### src/rtl/cache_err_log.sv
module cache_err_log #(
  parameter int CE_W  = 16,
  parameter int UE_W  = 15,
  parameter int SET_W = 12,
  parameter int WAY_W = 4
) (
  input  logic        clk,
  input  logic        rst_n,
  input  logic        err_valid,
  input  logic [1:0]  err_kind,
  input  logic [2:0]  err_src,
  input  logic [3:0]  err_txn,
  input  logic [31:0] err_addr,
  input  logic [11:0] err_set,
  input  logic [3:0]  err_way,
  input  logic        acc_valid,
  input  logic [31:0] acc_addr,
  input  logic        reg_wen,
  input  logic [2:0]  reg_addr,
  input  logic [31:0] reg_wdata,
  output logic [31:0] reg_rdata,
  output logic        inj_ecc,
  output logic        inj_parity,
  output logic [31:0] inj_mask
);
  localparam logic [CE_W-1:0] CE_MAX = '1;
  localparam logic [UE_W-1:0] UE_MAX = '1;
  localparam logic [2:0] W_CNT = 3'd0, W_ATTR = 3'd1, W_LINE = 3'd2,
                         W_LOC = 3'd3, W_ICTL = 3'd4, W_IMSK = 3'd5;

  logic [CE_W-1:0]  ce_cnt;
  logic [UE_W-1:0]  ue_cnt;
  logic             held;
  logic [1:0]       cap_kind;
  logic [2:0]       cap_src;
  logic [3:0]       cap_txn;
  logic [26:0]      cap_line;
  logic [SET_W-1:0] cap_set;
  logic [WAY_W-1:0] cap_way;
  logic [27:0]      tgt;
  logic [1:0]       arm;
  logic [31:0]      mask_q;

  logic ce_hit, ue_hit, cnt_clr, cap_clr, cap_take, ctl_wr, blk_match, inj_fire;
  logic unused_low;

  assign ce_hit   = err_valid && err_kind == 2'd0;
  assign ue_hit   = err_valid && (err_kind == 2'd1 || err_kind == 2'd2);
  assign cnt_clr  = reg_wen && reg_addr == W_CNT && reg_wdata[31];
  assign cap_clr  = reg_wen && reg_addr == W_ATTR && reg_wdata[0];
  assign cap_take = (ce_hit || ue_hit) && (!held || cap_clr);
  assign ctl_wr   = reg_wen && reg_addr == W_ICTL;

  assign blk_match  = acc_valid && acc_addr[31:4] == tgt;
  assign inj_ecc    = blk_match && arm == 2'd1;
  assign inj_parity = blk_match && arm == 2'd2;
  assign inj_fire   = inj_ecc || inj_parity;
  assign inj_mask   = mask_q;
  assign unused_low = ^{err_addr[4:0], acc_addr[3:0]};

  always_ff @(posedge clk) begin
    if (!rst_n) begin
      ce_cnt <= '0;
      ue_cnt <= '0;
    end else if (cnt_clr) begin
      ce_cnt <= ce_hit ? CE_W'(1) : '0;
      ue_cnt <= ue_hit ? UE_W'(1) : '0;
    end else begin
      if (ce_hit && ce_cnt != CE_MAX) ce_cnt <= ce_cnt + 1'b1;
      if (ue_hit && ue_cnt != UE_MAX) ue_cnt <= ue_cnt + 1'b1;
    end
  end

  always_ff @(posedge clk) begin
    if (!rst_n) begin
      held     <= 1'b0;
      cap_kind <= '0;
      cap_src  <= '0;
      cap_txn  <= '0;
      cap_line <= '0;
      cap_set  <= '0;
      cap_way  <= '0;
    end else if (cap_take) begin
      held     <= 1'b1;
      cap_kind <= err_kind;
      cap_src  <= err_src;
      cap_txn  <= err_txn;
      cap_line <= err_addr[31:5];
      cap_set  <= err_set;
      cap_way  <= err_way;
    end else if (cap_clr) begin
      held <= 1'b0;
    end
  end

  always_ff @(posedge clk) begin
    if (!rst_n) begin
      tgt    <= '0;
      arm    <= '0;
      mask_q <= '0;
    end else begin
      if (ctl_wr) begin
        tgt <= reg_wdata[31:4];
        arm <= reg_wdata[1:0];
      end else if (inj_fire) begin
        arm <= 2'd0;
      end
      if (reg_wen && reg_addr == W_IMSK) mask_q <= reg_wdata;
    end
  end

  always_comb begin
    reg_rdata = '0;
    case (reg_addr)
      W_CNT:  reg_rdata = {1'b0, ue_cnt, ce_cnt};
      W_ATTR: reg_rdata = {13'd0, cap_src, cap_txn, 2'd0, cap_kind, 7'd0, held};
      W_LINE: reg_rdata = {cap_line, 5'd0};
      W_LOC:  reg_rdata = {12'd0, cap_set, 3'd0, cap_way, 1'b0};
      W_ICTL: reg_rdata = {tgt, 2'd0, arm};
      W_IMSK: reg_rdata = mask_q;
      default: reg_rdata = '0;
    endcase
  end

  a_r3_no_wrap_ce: assert property (@(posedge clk) disable iff (!rst_n)
    (ce_cnt == CE_MAX && !cnt_clr) |=> ce_cnt == CE_MAX);
  a_r3_no_wrap_ue: assert property (@(posedge clk) disable iff (!rst_n)
    (ue_cnt == UE_MAX && !cnt_clr) |=> ue_cnt == UE_MAX);
  a_r2_ce_step: assert property (@(posedge clk) disable iff (!rst_n)
    (ce_hit && !cnt_clr && ce_cnt != CE_MAX) |=> ce_cnt == $past(ce_cnt) + 1'b1);
  a_r4_clear: assert property (@(posedge clk) disable iff (!rst_n)
    (cnt_clr && !err_valid) |=> (ce_cnt == '0 && ue_cnt == '0));
  a_r6_hold: assert property (@(posedge clk) disable iff (!rst_n)
    (held && !cap_clr) |=> ($stable(cap_line) && $stable(cap_kind) && $stable(cap_set)
                           && $stable(cap_way) && $stable(cap_src) && held));
  a_r9_one_kind: assert property (@(posedge clk) disable iff (!rst_n)
    !(inj_ecc && inj_parity));
  a_r10_one_shot: assert property (@(posedge clk) disable iff (!rst_n)
    (inj_fire && !ctl_wr) |=> arm == 2'd0);
endmodule

### config.mk
export PLATFORM = sky130hd
export DESIGN_NAME = cache_err_log
export DESIGN_NICKNAME = d
export VERILOG_FILES = /design/src/rtl/cache_err_log.sv
export SDC_FILE = /design/constraint.sdc
export NUM_CORES = 1
export LEC_CHECK = 0
export ABC_AREA = 1
export CAP_MARGIN = 20
export CELL_PAD_IN_SITES_DETAIL_PLACEMENT = 1
export CELL_PAD_IN_SITES_GLOBAL_PLACEMENT = 2
export CORE_MARGIN = 8
export CORE_UTILIZATION = 34
export CTS_CLUSTER_SIZE = 20
export DETAILED_ROUTE_END_ITERATION = 7
export DONT_BUFFER_PORTS = 1
export PLACE_DENSITY = 0.86
export SETUP_SLACK_MARGIN = 0.4
export SLEW_MARGIN = 10
export SYNTH_ARGS = -nofsm -noshare
export SYNTH_HDL_FRONTEND = slang
export SYNTH_SLANG_ARGS = --single-unit
### constraint.sdc
create_clock -name clk -period 2 [get_ports clk]
set_clock_uncertainty 0.2 [all_clocks]
set_input_delay 0.4 -clock clk [delete_from_list [all_inputs] [get_ports clk]]
set_output_delay 0.4 -clock clk [all_outputs]
set_load 0.005 [all_outputs]
==> metrics.txt <==
Clock Sinks 146; commonest non-fill, non-tap cell in the layout nor2_1; Final Util 53.80%; Die Area 0.02569 mm^2; Die Width 160.3 um; Final Hold Slack -0.1016 ns; Initial Util 34.76%; Synth top area share 41.29%; Setup TNS -1.058 ns; met2 usage 40.00%; drt drc 0; initial antenna violation count 0; CTS root buf clkbuf_16; TritonCTS clock tree built; GRT met3 Usage 7.157%; Max Cap Viol 0; Yosys cell types 47; Worst EP arrival 1.66 ns; vias in the first global route 8,065; Seq/Total Area, Yosys 41.29%; CP Launch Type flop; commonest cells after routing, fill and taps aside nor2_1, nand2_1, dfxtp_1; Final Hold Fails 77; met1 usage 26.32%; class of the worst hold path input port to flop; Iter 0 DRT Violations 488; antenna fix cells 0; DRT antenna net count 0; pre-CTS setup slack -0.1379 ns; Layout area overhead 54.75%; Via density 5.368; final period utilization 112.9%; global-route usage over all layers 22.98%; Final Slew Violations 0; synth top area cells dfxtp_1, o21ai_0, nand2_1, nor2_1, inv_1; Post-Syn Area 0.007079 mm^2; Syn Nets 1,156; PortBufs 0; core area 0.02036 mm^2; Synth warnings 0; CP required 1.40 ns; VDD IR max 0.0005204 V; NumNets Final 1,300; H-tree lvl count 4; design area 0.01096 mm^2; final estimated routing congestion in global placement 0.8331; LEAKAGE 4.269 nW; Final setup viols 16; status finished with violations; Mean Syn Cell Area 6.913 um^2; #FFs+latches synth 146; # fillers 2,362; CTS Buffer Depth 2; pin count of the biggest net entering global routing 119; Num CTS Buffers 17; pwr dens 696.8 mW/mm^2; hpwl dp 20,640 um; grt total ovfl 0; Die H 160.3 um; Gate Count Post-Synth 1,024; Max Fclk 443.0 MHz; clk_lat worst skew 0.44 ns; WL per Instance 23.06 um; drt pass-1 iters 5; crit path time final 2.257 ns; area leader, netlist dfxtp_1; placed cell area 0.007785 mm^2; CP Capture Type output port; IO Count 195; global-route wire length before repair 46,180 um; clock transition at the registers of the reported paths 0.07 ns; Tightest Pin Transition 0.3658 ns; GRT busiest layer met2; area of the multi-input gates 0.004562 mm^2; register area 0.003010 mm^2; Final Worst Setup Slack -0.2574 ns; Crit Path Class flop to output port; Slew headroom 75.51%; # rows 52; layout cell share with drive strength beyond 1 39.46%; CP max FO 3; failing checks hold timing, setup timing; Via Count 7,789; final wirelength 33,460 um; setup repair after global routing missed its margin true
power breakdown:
| group | leakage [nW] | internal, W | switching (W) |
|---|---|---|---|
| registers | 1.22 | 0.00307 | 0.000132 |
| clock network | 0.288 | 0.00178 | 0.00153 |
| logic | 2.76 | 0.000490 | 0.000638 |
| total | 4.27 | 0.00534 | 0.00230 |
per-stage QoR:
step / hold slack, ns / power, W / instances
floorplan: 0.2518 / 0.003755 / 1024
global placement: 0.2627 / 0.003967 / 1299
detailed placement: 0.2740 / 0.003989 / 1299
CTS: -0.1045 / 0.007495 / 1423
global route: -0.1040 / 0.007910 / 1451
finish: -0.1016 / 0.007633 / 1451
synth_stat cells, drive strengths merged:
cell type	count
a221oi	6
o21bai	1
nor4	1
o21ai	150
dfxtp	146
a221o	2
o221ai	3
a21oi	104
nand2	157
o22ai	29
buf	20
o211ai	2
ha	3
xnor2	3
and3	1
a22oi	9
xor2	2
nand3	27
clkinv	1
nor3b	2
or2	1
nand4	8
a31oi	2
nor3	12
nand3b	3
clkbuf	30
nor2	155
inv	144
cell type report:
cell class              instances  area share (%)
inverters                     145           5.596
multi-input cells             685           41.64
well taps                     270           3.084
repair buffers                172           16.70
clock buffers                  17           3.883
repair inverters                1          0.1028
clock inverters                15           1.519
flip-flops and latches        146           27.48
state kept, by name, indices dropped and copies added (netlist names):
signal,flops
held,1
cap_txn,4
arm,2
inj_mask,32
cap_line,27
cap_way,4
tgt,28
cap_set,12
cap_src,3
ue_cnt,15
ce_cnt,16
cap_kind,2
worst max-delay path, stage by stage (launching register included):
cell	delay (ns)
dfxtp_1	0.36
inv_1	0.09
nand2_1	0.09
o21ai_0	0.08
nor2_1	0.12
nand3_1	0.14
nor2_4	0.14
nand3_2	0.10
inv_2	0.09
final timing paths:
kind                  start            to  slack (ns)  depth (start not counted)
hold / removal        rst_n  cap_line[23]       -0.10                          2
setup / recovery    tgt[13]    inj_parity       -0.26                          8
setup reg to reg  ue_cnt[1]     ue_cnt[7]        0.06                         11
hold reg to reg     tgt[15]       tgt[15]        0.28                          2
timing repair:
action	CTS	global route
cloned	5	5
endpoints found under the hold margin	114	95
gates resized for setup	234	188
setup buffers	29	45
pin swaps	45	61
hold buffers	58	2
setup endpoints to repair	66	137
logic make-up after synthesis:
family                   count (synthesis)  share of synthesized area (%)
AND/OR/NAND/NOR                        367                          22.50
flip-flops                             146                          41.29
adder cells (fa/ha/maj)                  3                         0.5303
AO/OA/AOI/OAI                          308                          23.68
buffers and inverters                  195                          11.38
XOR/XNOR                                 5                         0.6187
metal layers:
metal	up-vias	share of wire (%)
li1	3667	-
met1	3796	40
met2	264	50
met3	62	6.9
met4	0	3.3
met5	-	0
Note: power is estimated with default switching activity, not from simulation.
